### config.mk
export PLATFORM = sky130hd
export DESIGN_NAME = spi_reg_frontend
export DESIGN_NICKNAME = d
export VERILOG_FILES = /design/src/rtl/spi_reg_pkg.sv /design/src/rtl/spi_pin_sync.sv /design/src/rtl/spi_cmd_decode.sv /design/src/rtl/spi_reg_frontend.sv
export SDC_FILE = /design/constraint.sdc
export NUM_CORES = 1
export LEC_CHECK = 0
export BUFFER_PORTS_ARGS = -buffer_cell sky130_fd_sc_hd__buf_2
export CELL_PAD_IN_SITES_DETAIL_PLACEMENT = 0
export CELL_PAD_IN_SITES_GLOBAL_PLACEMENT = 1
export CORE_ASPECT_RATIO = 1.2
export CORE_MARGIN = 3
export CORE_UTILIZATION = 40
export CTS_BUF_LIST = sky130_fd_sc_hd__clkbuf_4 sky130_fd_sc_hd__clkbuf_8 sky130_fd_sc_hd__clkbuf_16
export DETAILED_ROUTE_END_ITERATION = 12
export GPL_ROUTABILITY_DRIVEN = 0
export PLACE_DENSITY = 0.85
export SLEW_MARGIN = 10
export SYNTH_ARGS = -nofsm -noshare
export SYNTH_HDL_FRONTEND = slang
export SYNTH_SLANG_ARGS = --single-unit
### constraint.sdc
create_clock -name clk -period 3.6 [get_ports clk]
set_clock_uncertainty 0.05 [all_clocks]
set_input_delay 0.36 -clock clk [delete_from_list [all_inputs] [get_ports clk]]
set_output_delay 0.36 -clock clk [all_outputs]
set_load 0.01 [all_outputs]
### src/rtl/spi_reg_pkg.sv
// Package: shared widths, header layout and phase encoding for the SPI
// register-access frontend. Assumes a fixed 32-bit header layout.
package spi_reg_pkg;
    localparam int WORD_W  = 32;
    localparam int HDR_W   = 32;
    localparam int ADDR_W  = 21;
    localparam int COUNT_W = 6;
    localparam int ADDR_LO = 4;
    localparam int ADDR_HI = ADDR_LO + ADDR_W - 1;
    localparam int CNT_LO  = ADDR_HI + 1;
    localparam int CNT_HI  = CNT_LO + COUNT_W - 1;
    localparam int DIR_BIT = HDR_W - 1;

    typedef enum logic [1:0] {
        PH_HDR,
        PH_WR,
        PH_RD,
        PH_END
    } phase_t;

    typedef struct packed {
        logic               is_write;
        logic [COUNT_W-1:0] more_words;
        logic [ADDR_W-1:0]  addr;
    } cmd_t;
endpackage

### src/rtl/spi_pin_sync.sv
// Module: multi-bit two-or-more-flop synchroniser for the SPI pins.
// Assumes each bit is an independent slow asynchronous level.
module spi_pin_sync #(
    parameter int WIDTH  = 3,
    parameter int STAGES = 2
) (
    input  logic             clk,
    input  logic             rst_n,
    input  logic [WIDTH-1:0] d,
    input  logic [WIDTH-1:0] rst_val,
    output logic [WIDTH-1:0] q
);
    for (genvar b = 0; b < WIDTH; b++) begin : g_bit
        logic [STAGES-1:0] chain;
        // Shift the pin value through the flop chain.
        always_ff @(posedge clk) begin
            if (!rst_n) chain <= {STAGES{rst_val[b]}};
            else        chain <= {chain[STAGES-2:0], d[b]};
        end
        assign q[b] = chain[STAGES-1];
    end
endmodule

### src/rtl/spi_cmd_decode.sv
// Module: splits a received header into direction, extra word count and
// start address. The reserved low nibble is never presented to it.
module spi_cmd_decode
    import spi_reg_pkg::*;
(
    input  logic [HDR_W-1:ADDR_LO] hdr_bits,
    output cmd_t                   cmd
);
    logic [COUNT_W-1:0] cnt_field;

    // Extract fields; a zero count means one word, so extra words = 0.
    always_comb begin
        cnt_field      = hdr_bits[CNT_HI:CNT_LO];
        cmd.is_write   = hdr_bits[DIR_BIT];
        cmd.addr       = hdr_bits[ADDR_HI:ADDR_LO];
        cmd.more_words = (cnt_field == '0) ? '0 : cnt_field - 1'b1;
    end
endmodule

### src/rtl/spi_reg_frontend.sv
// Module: SPI mode-0 slave that turns command headers into register bus
// strobes. Assumes SCK is slow enough that each SCK phase lasts at least
// five clk cycles, and that reg_rdata answers reg_rd_en in the same cycle.
module spi_reg_frontend
    import spi_reg_pkg::*;
#(
    parameter int MAX_WORDS   = 64,
    parameter int SYNC_STAGES = 2
) (
    input  logic              clk,
    input  logic              rst_n,
    input  logic              spi_sck,
    input  logic              spi_cs_n,
    input  logic              spi_mosi,
    output logic              spi_miso,
    output logic              reg_rd_en,
    output logic              reg_wr_en,
    output logic [ADDR_W-1:0] reg_addr,
    output logic [WORD_W-1:0] reg_wdata,
    input  logic [WORD_W-1:0] reg_rdata,
    output logic              ts_snap
);
    localparam int BIT_W  = $clog2(WORD_W);
    localparam int WCNT_W = $clog2(MAX_WORDS + 1);
    localparam logic [BIT_W-1:0]  LAST_BIT = BIT_W'(WORD_W - 1);
    localparam logic [WCNT_W-1:0] LAST_WR  = WCNT_W'(MAX_WORDS - 1);

    logic [2:0]          pins_s;
    logic                sck_s, cs_s, mosi_s, sck_q;
    logic                sck_rise, sck_fall, word_end;
    logic [WORD_W-1:0]   rx_sh, rx_word, tx_sh;
    logic [BIT_W-1:0]    bit_cnt;
    logic [WCNT_W-1:0]   wr_cnt;
    logic [COUNT_W-1:0]  rd_left;
    logic [ADDR_W-1:0]   cur_addr;
    logic                shift_pend;
    phase_t              phase;
    cmd_t                cmd;

    spi_pin_sync #(.WIDTH(3), .STAGES(SYNC_STAGES)) u_sync (
        .clk     (clk),
        .rst_n   (rst_n),
        .d       ({spi_sck, spi_cs_n, spi_mosi}),
        .rst_val (3'b010),
        .q       (pins_s)
    );

    assign sck_s    = pins_s[2];
    assign cs_s     = pins_s[1];
    assign mosi_s   = pins_s[0];
    assign sck_rise = sck_s & ~sck_q & ~cs_s;
    assign sck_fall = ~sck_s & sck_q & ~cs_s;
    assign rx_word  = {rx_sh[WORD_W-2:0], mosi_s};
    assign word_end = sck_rise && (bit_cnt == LAST_BIT);

    spi_cmd_decode u_dec (
        .hdr_bits (rx_word[HDR_W-1:ADDR_LO]),
        .cmd      (cmd)
    );

    // Remember the previous synchronised SCK level for edge detection.
    always_ff @(posedge clk) begin
        if (!rst_n) sck_q <= 1'b0;
        else        sck_q <= sck_s;
    end

    // Transaction engine: header capture, word strobes, MISO shifting.
    always_ff @(posedge clk) begin
        if (!rst_n) begin
            phase      <= PH_HDR;
            rx_sh      <= '0;
            tx_sh      <= '0;
            bit_cnt    <= '0;
            wr_cnt     <= '0;
            rd_left    <= '0;
            cur_addr   <= '0;
            shift_pend <= 1'b0;
            reg_rd_en  <= 1'b0;
            reg_wr_en  <= 1'b0;
            reg_wdata  <= '0;
            ts_snap    <= 1'b0;
        end else begin
            reg_rd_en <= 1'b0;
            reg_wr_en <= 1'b0;
            ts_snap   <= 1'b0;
            if (reg_rd_en) tx_sh <= reg_rdata;
            if (reg_rd_en || reg_wr_en) cur_addr <= cur_addr + 1'b1;
            if (cs_s) begin
                phase      <= PH_HDR;
                bit_cnt    <= '0;
                wr_cnt     <= '0;
                shift_pend <= 1'b0;
                tx_sh      <= '0;
            end else begin
                if (sck_fall && shift_pend) begin
                    tx_sh      <= {tx_sh[WORD_W-2:0], 1'b0};
                    shift_pend <= 1'b0;
                end
                if (sck_rise) begin
                    rx_sh   <= rx_word;
                    bit_cnt <= bit_cnt + 1'b1;
                    if (phase == PH_RD && !word_end) shift_pend <= 1'b1;
                end
                if (word_end) begin
                    unique case (phase)
                        PH_HDR: begin
                            cur_addr <= cmd.addr;
                            if (cmd.is_write) begin
                                phase <= PH_WR;
                            end else begin
                                phase     <= PH_RD;
                                reg_rd_en <= 1'b1;
                                ts_snap   <= 1'b1;
                                rd_left   <= cmd.more_words;
                            end
                        end
                        PH_WR: begin
                            reg_wr_en <= 1'b1;
                            ts_snap   <= 1'b1;
                            reg_wdata <= rx_word;
                            wr_cnt    <= wr_cnt + 1'b1;
                            if (wr_cnt == LAST_WR) phase <= PH_END;
                        end
                        PH_RD: begin
                            if (rd_left != '0) begin
                                reg_rd_en <= 1'b1;
                                rd_left   <= rd_left - 1'b1;
                            end else begin
                                phase <= PH_END;
                                tx_sh <= '0;
                            end
                        end
                        default: ;
                    endcase
                end
            end
        end
    end

    assign reg_addr = cur_addr;
    assign spi_miso = tx_sh[WORD_W-1];
endmodule

==> results of run 1 <==
[how the worst max path moves through the flow]
stage / from / to / slack, ns
6_report: bit_cnt[0] / reg_wdata[26] / 1.23
4_1_cts: bit_cnt[0] / reg_wdata[26] / 1.22
2_1_floorplan: bit_cnt[0] / reg_wdata[21] / 1.59
5_1_grt: bit_cnt[0] / reg_wdata[28] / 0.99
3_5_place_dp: bit_cnt[0] / reg_wdata[27] / 1.24
3_3_place_gp: bit_cnt[0] / ts_snap / 1.28
[final cells by class]
class                           instances  area [µm²]  share of cell area [%]
Multi-Input combinational cell        513        3010                    40.6
Sequential cell                       147        2940                    39.7
Timing Repair Buffer                  104         548                    7.39
Clock buffer                           20         460                    6.21
Tap cell                              204         255                    3.44
Clock inverter                         12         145                    1.96
Inverter                               14        52.6                   0.708
[logic make-up (layout without fill, tap and decap cells)]
kind of cell             after synthesis  in the layout  synth area share (%)
AND/OR/NAND/NOR                      267            267                  19.6
AO/OA/AOI/OAI                        178            178                  17.8
flip-flops                           147            147                  47.4
buffers and inverters                 64            150                  4.27
multiplexers                          32             32                  5.16
XOR/XNOR                              25             25                  3.53
adder cells (fa/ha/maj)               11             11                  2.22
[per-stage QoR]
stage	setup WS, ns	hold WS, ns	cell area (µm²)
after floorplan	1.59	0.336	6210
after global placement	1.28	0.346	6810
after detailed placement	1.24	0.352	6810
after CTS	1.22	0.0736	7420
after global routing	0.985	0.0805	7420
final	1.23	0.0980	7420
[layer usage]
layer	share of wire, %	wire length, µm	GRT usage, %	vias up
met5	0	0	0	-
met4	1.4	192	5.61	0
met3	5.1	714	4.02	14
met2	45	6240	26.6	120
met1	49	6860	21.9	2337
li1	-	-	-	2679
[state kept, by name, indices dropped and copies added, names as in the netlist]
name                flops
u_sync.g_bit.chain      6
ts_snap                 1
reg_wr_en               1
wr_cnt                  7
tx_sh                  32
rd_left                 6
reg_wdata              32
reg_rd_en               1
shift_pend              1
rx_sh                  31
sck_q                   1
reg_addr               21
bit_cnt                 5
phase                   2
[synthesized netlist by cell type (3+ instances only)]
library cell  instances
ha_1                 11
o31ai_1               3
nand3_1              11
nand4_1              11
nor2_1               51
xnor2_1              15
buf_2                 5
dfxtp_1             147
a32o_1                3
o21ai_0              26
and2_1                7
xor2_1               10
inv_1                13
o22ai_1               3
nor3b_1               3
clkbuf_1             36
a21oi_1              80
or3_1                 7
buf_4                 5
mux2i_1              32
and4_1                4
nand2b_1              5
nor4_1                3
buf_1                 4
a31oi_1               9
and3_1                5
nor3_1                5
a211oi_1             36
a311oi_1              3
nand2_1             144
[power by group]
| group | leakage (nW) | internal (mW) | switching [mW] |
|---|---|---|---|
| Combinational | 1.26 | 0.0227 | 0.0339 |
| Sequential | 1.19 | 1.63 | 0.00284 |
| Clock | 0.297 | 1.08 | 0.706 |
==> metrics list, run 1 <==
- Synth cell types: 51
* Crit path required time: slightly below 4 ns
- The flow ran to the end, and the final reports show no timing, DRC or antenna violations.
- The routed layout has 5150 vias.
* Pwr Density: 468 nW/µm²
- Final setup violation count: 0
- The tree built by TritonCTS fans out to about 150 sinks.
* Total Power Consumption: ~3.5 mW
* Row count: 49
- Leak: approximately 2.7 nW
* Height of the chip: around 140 µm
- STA classifies the critical path endpoint as a flip-flop.
- Hold Path Cell Cnt: 2
- The min-delay analysis places its worst path in the category input pin to flip-flop.
* Critical Setup Path Class: flip-flop to flip-flop
- The max-slew violation count was 0.
- Placed Cells incl. Taps: approximately 980
- Number of buffers added to fix hold violations after cts: 0
- Most frequent cell on the critical path: ha_1
- The largest individual stage delay along the critical path comes from the cell and2_1.
- Summed over its instances, the top area cell type makes up ~47% of the synthesized netlist area.
* Global routing usage summed across all routing layers: approximately 17%
* Warning count from the yosys run: 0
- Area Growth Syn to Fin: 19.5%
- For this run, design rule violations remaining after detail routing come to 0.
- Count of buffers inserted at the top-level ports: slightly above 90
- Counting flops with a built-in enable in the synthesized netlist gives 0.
* Worst-case register-to-register setup slack: ~1.2 ns
- Top library cells by usage in the layout, fill and taps aside: dfxtp_1 (146), nand2_1 (144), buf_2 (93), a21oi_1 (80), nor2_1 (51)
- For this run, the register share of the synthesized area comes to 47.4%.
- Number of global-route vias before repair: ~4800
* Worst R2R End: reg_wdata[26]
- Entering global routing, the biggest net connects 56 pins.
- Dividing the detail-routed via count by the number of cells gives 5.08.
* Number of nets still failing antenna checks after routing: 0
* Io pins: 94
* Area leader, netlist: dfxtp_1
- STA classifies the critical path startpoint as a flip-flop.
- Before antenna repair, the detailed router went through 4 iterations.
- Post-CTS repair changed the size of 0 cells.
* Max incr delay on CP: between 0.4 and 0.5 ns
* Latest clock arrival within the worst-skew pair: just over 0.4 ns
- Wire length of the first global-routing pass: between 20000 and 25000 µm
- Crit path buf inv count: 1
- Cells taking the most area after synthesis: dfxtp_1 (47%), nand2_1 (8.7%), a21oi_1 (6.4%)
* Depth of the critical timing path with buffers and inverters included: 8
* Length in cells of the worst reg-to-reg path: 8
- Post-CTS repair timing setup buffer count: 0
- Share of cells above drive strength 1: 18.5%
* Count of final hold-check violations: 0
- Synthesis produced around 720 cells.
- CTS tree: yes
- Highest net fanout along the worst path: 21
* Util after Layout: between 40% and 50%
- Full die area: 17100 µm²
* Die width: between 100 and 150 µm
* Data arrival at the endpoint of the critical path: ~2.7 ns
- Non-filler cells, final: 1014
- The detailed router finished its first iteration with 285 violations.
- In this run the most critical hold path is launched from spi_cs_n.
- Setup repair after global routing left no endpoint under its margin.
* Highest ir drop seen on vdd: approximately 280 µV
* Reg-to-reg startpoint: bit_cnt[0]
- Overall routed net length: between 10000 and 15000 µm
- Diode count: 0
- Min-Delay Endpoint: u_sync.g_bit[1].chain[0]
- HPWL after DPL: between 9000 and 10000 µm
- Traced cell by cell, the critical path runs through ha_1, and3_1, ha_1, and4bb_2, and2_1, buf_4, nand2_1, a21oi_1.
* Final nets: approximately 850
* Slew at the pin closest to its max-slew limit: 0.975 ns
* Number of fill cells: 1553
- Dividing the synthesized area by the synthesized cell count gives about 8.6 µm².
- In this run, synthesis produced a sequential element count of about 150.
* Number of max-cap violations: 0
* CP delay by family, top: simple AND/OR/NAND/NOR gates
- The library cell used most frequently in the layout, excluding fill and tap cells, is dfxtp_1.
- For this run, the leading register cell type out of synthesis is dfxtp_1.
- Dividing the detail-routed wire length by the instance count gives 13.8 µm.
- Clock edge transition at the registers on the reported setup and hold paths: approximately 0.060 ns
- Worst relative slew slack: a little over a third
* Post-synthesis instance area: ~6200 µm²
- Adding up every negative setup slack in the final design gives 0 ns.
- Aggregate global routing overflow: 0
* Worst-case clock buffer depth: 2
- The core region is between 15000 and 20000 µm².
* Proportion of synthesized flip-flops having asynchronous set or reset: 0%
* Final worst-path cycle share: approximately two thirds
- Subtracting the final worst setup slack from the clock period gives 2.37 ns.
- For this configuration, the core starts out at a cell density of approximately two fifths.
- Clock buffers created by TritonCTS: 17
* Post-Syn Nets: 772
* Root buffer cell: clkbuf_16
- Number of H-tree levels: 4
- Highest clock frequency the design can meet: between 0.4 and 0.5 GHz
* Initial antenna violation count: 0
No activity file was read; power rests on OpenSTA's default activity.
==> inputs of run 2 (changes only) <==
- clock period: 3.6 -> 2.2 ns (I/O delays scaled with it)
==> run 2 against run 1 <==
Clock power grew 65%. First-iteration DRC count grew 19%. Global-route usage grew 0.25 points. Critical path type unchanged.
==> metrics list, run 2 (same netlist as run 1, synthesis figures left out) <==
- Diode count: 0 (unchanged)
* Number of DRC markers in iteration 0: 338 (was 285)
* Share of cells above drive strength 1: 19.1% (was 18.5%)
* Crit path required time: 2.45 ns (was 3.88 ns)
- The worst hold-check path type was input pin to flip-flop (unchanged).
- Largest registers: reg_wdata: 32 flops, tx_sh: 32 flops, rx_sh: 31 flops (unchanged)
* Internal Dissipation: 4.60 mW (was 2.73 mW)
- Core area: 15100 µm² (unchanged)
- The endpoint of the worst hold-timing path is rd_left[1] (was u_sync.g_bit[1].chain[0]).
- Wire length of the first global-routing pass: 23600 µm (was 23200 µm)
- Total number of vias: 5198 (was 5150)
- The capture instance of the worst register-to-register path is rd_left[2] (was reg_wdata[26]).
- The clock transition at the registers of the reported paths came to 0.06 ns (about the same).
* First drt pass iteration count: 5 (was 4)
- The placed instance count came to 990 (was 982).
- The initial antenna violation count is 0 (unchanged).
- The TritonCTS clock tree was yes (unchanged).
- Overall routed net length: 14000 µm (about the same)
* Share of power burned in combinational logic: 1.8% (was 1.6%)
- The smallest setup slack after layout was 0.158 ns (was 1.23 ns).
- Latest clock arrival within the worst-skew pair: 0.41 ns (about the same)
* Length in cells of the worst reg-to-reg path: 7 (was 8)
- The peak supply drop came to 469 µV (was 285 µV).
* Slew at the pin closest to its max-slew limit: 0.771 ns (was 0.975 ns)
- Run status: finished clean (unchanged)
- Final routed wire length divided by cell count: 13.7 µm (was 13.8 µm)
- Post_cts resized: 0 (unchanged)
- Initial core utilization: 41.2% (unchanged)
- The post-route fraction of the period consumed by the critical path is 92.8% (was 65.9%).
- Critical Setup Path Class: flip-flop to flip-flop (unchanged)
- Leak: 2.83 nW (was 2.75 nW)
- The residual overflow from global routing was 0 (unchanged).
- The antenna violation net count after detailed routing was 0 (unchanged).
* Row count: 49 (unchanged)
* Count of buffers inserted at the top-level ports: 93 (unchanged)
- The stage delay of the slowest cell on the critical path is 0.55 ns (was 0.47 ns).
- Root buffer cell: clkbuf_16 (unchanged)
- The switching fraction of total power is 19.6% (was 21.4%).
- Detailed-route vias per instance: 5.08 (about the same)
- Number of H-tree levels: 4 (unchanged)
* Count of final hold-check violations: 0 (unchanged)
* Number of global-route vias before repair: 4832 (was 4780)
- Switching pwr: 1.12 mW (was 0.743 mW)
- Hold path startpoint: rst_n (was spi_cs_n)
- The critical path data arrival time was 2.29 ns (was 2.65 ns).
- Hold Path Cell Cnt: 2 (unchanged)
- The total number of clock tree sinks came to 147 (unchanged).
- The die boundary width was 120 µm (unchanged).
- The reported max-cap violation count is 0 (unchanged).
* Most common library cell in the layout ignoring fill and taps: dfxtp_1 (unchanged)
- The maximum buffer depth of the clock tree was 2 (unchanged).
- Area Growth Syn to Fin: 22.2% (was 19.5%)
- The total negative setup slack came to 0 ns (unchanged).
* Post-CTS repair timing setup buffer count: 0 (unchanged)
* Worst-case register-to-register setup slack: 0.16 ns (was 1.23 ns)
* Critical path capture point type: flip-flop (unchanged)
* Relative contribution of sequential cells to total power: 46.7% (was 47.0%)
- Worst slack after detailed placement: 0.189 ns (was 1.24 ns)
- Reg-to-reg startpoint: rd_left[0] (was bit_cnt[0])
- Pwr Density: 755 nW/µm² (was 468 nW/µm²)
* Max-slew violations: 0 (unchanged)
* Final routed DRC violation total: 0 (unchanged)
- Top library cells by usage in the layout, fill and taps aside: dfxtp_1 (146), nand2_1 (144), buf_2 (93), a21oi_1 (80), nor2_1 (51) (unchanged)
- Highest net fanout along the worst path: 8 (was 21)
- The final standard cell count with taps included and fillers excluded is 1024 (was 1014).
* HPWL after DPL: 9260 µm (was 9280 µm)
- The number of buffers created by CTS is 17 (unchanged).
* Launching element type of the critical path: flip-flop (unchanged)
- The fill cell total of the finished layout is 1471 (was 1553).
- Post-layout min period: 2.04 ns (was 2.37 ns)
- The die outline area came to 17100 µm² (unchanged).
- Global routing usage summed across all routing layers: 16.8% (was 16.5%)
- Final nets: 856 (was 845)
- The number of hold buffers added after cts came to 3 (was 0).
- Final setup violation count: 0 (unchanged)
- The power share of the clock group was 51.5% (was 51.4%).
- Io pins: 94 (unchanged)
- CP cell instances: inv_1, ha_1, nand2_1, or4b_1, buf_4, and3_1, a32o_1 (was ha_1, and3_1, ha_1, and4bb_2, and2_1, buf_4, nand2_1, a21oi_1).
- Highest clock frequency the design can meet: 0.490 GHz (was 0.422 GHz)
* Maximum number of pins on one net before global-route repair: 64 (was 56)
- RSZ-0062 raised after global routing: false (unchanged)
- The worst slew margin relative to its limit is 48.6% (was 34.9%).
- The highest-delay cell along the critical path was or4b_1 (was and2_1).
- Height of the chip: 143 µm (unchanged)
## run 2: worst max path at each step
stage	from	end	slack, ns
5_1_grt	rd_left[0]	rd_left[2]	0.03
4_1_cts	rd_left[0]	rd_left[2]	0.17
3_3_place_gp	rd_left[0]	rd_left[4]	0.20
6_report	rd_left[0]	rd_left[2]	0.16
3_5_place_dp	rd_left[0]	rd_left[2]	0.19
2_1_floorplan	bit_cnt[0]	reg_wdata[21]	0.19
## run 2: power by group through the flow
| stage | clock (mW) | sequential [mW] | combinational [mW] |
|---|---|---|---|
| 6_report | 2.95 | 2.67 | 0.103 |
| 5_1_grt | 3.13 | 2.67 | 0.114 |
| 4_1_cts | 3.01 | 2.67 | 0.104 |
| 3_5_place_dp | 0 | 2.73 | 0.0996 |
| 3_3_place_gp | 0 | 2.73 | 0.100 |
| 2_1_floorplan | 0 | 2.73 | 0.0462 |
## run 2: cell type report
cell class,instances,area [µm²],share of cell area [%]
multi-input cells,513,3010,39.7
clock inverters,9,129,1.70
inverters,14,52.6,0.692
flip-flops and latches,147,2940,38.8
clock buffers,22,482,6.35
well taps,204,255,3.36
repair buffers,115,713,9.40
## run 2: metal layers
layer / up-vias / share of wire, % / GRT usage, %
met5: - / 0 / 0
met1: 2376 / 49 / 22.7
met4: 0 / 1.1 / 5.43
met3: 13 / 4.8 / 3.82
met2: 115 / 45 / 26.7
li1: 2694 / - / -
## run 2: critical path, delay by kind of cell (launching register included)
kind / cells / cell delay (ns)
AO/OA/AOI/OAI: 1 / 0.22
adder cells (fa/ha/maj): 1 / 0.19
AND/OR/NAND/NOR: 3 / 0.85
buffers and inverters: 2 / 0.29
flip-flops: 1 / 0.34
## run 2: stage by stage
stage	area [µm²]	power, mW	utilization [%]	hold slack [ns]
3_3_place_gp	6950	2.83	46.1	0.342
4_1_cts	7590	5.78	50.3	0.0777
3_5_place_dp	6950	2.83	46.1	0.354
5_1_grt	7590	5.92	50.3	0.0855
2_1_floorplan	6210	2.78	-	0.271
6_report	7590	5.73	50.3	0.0919
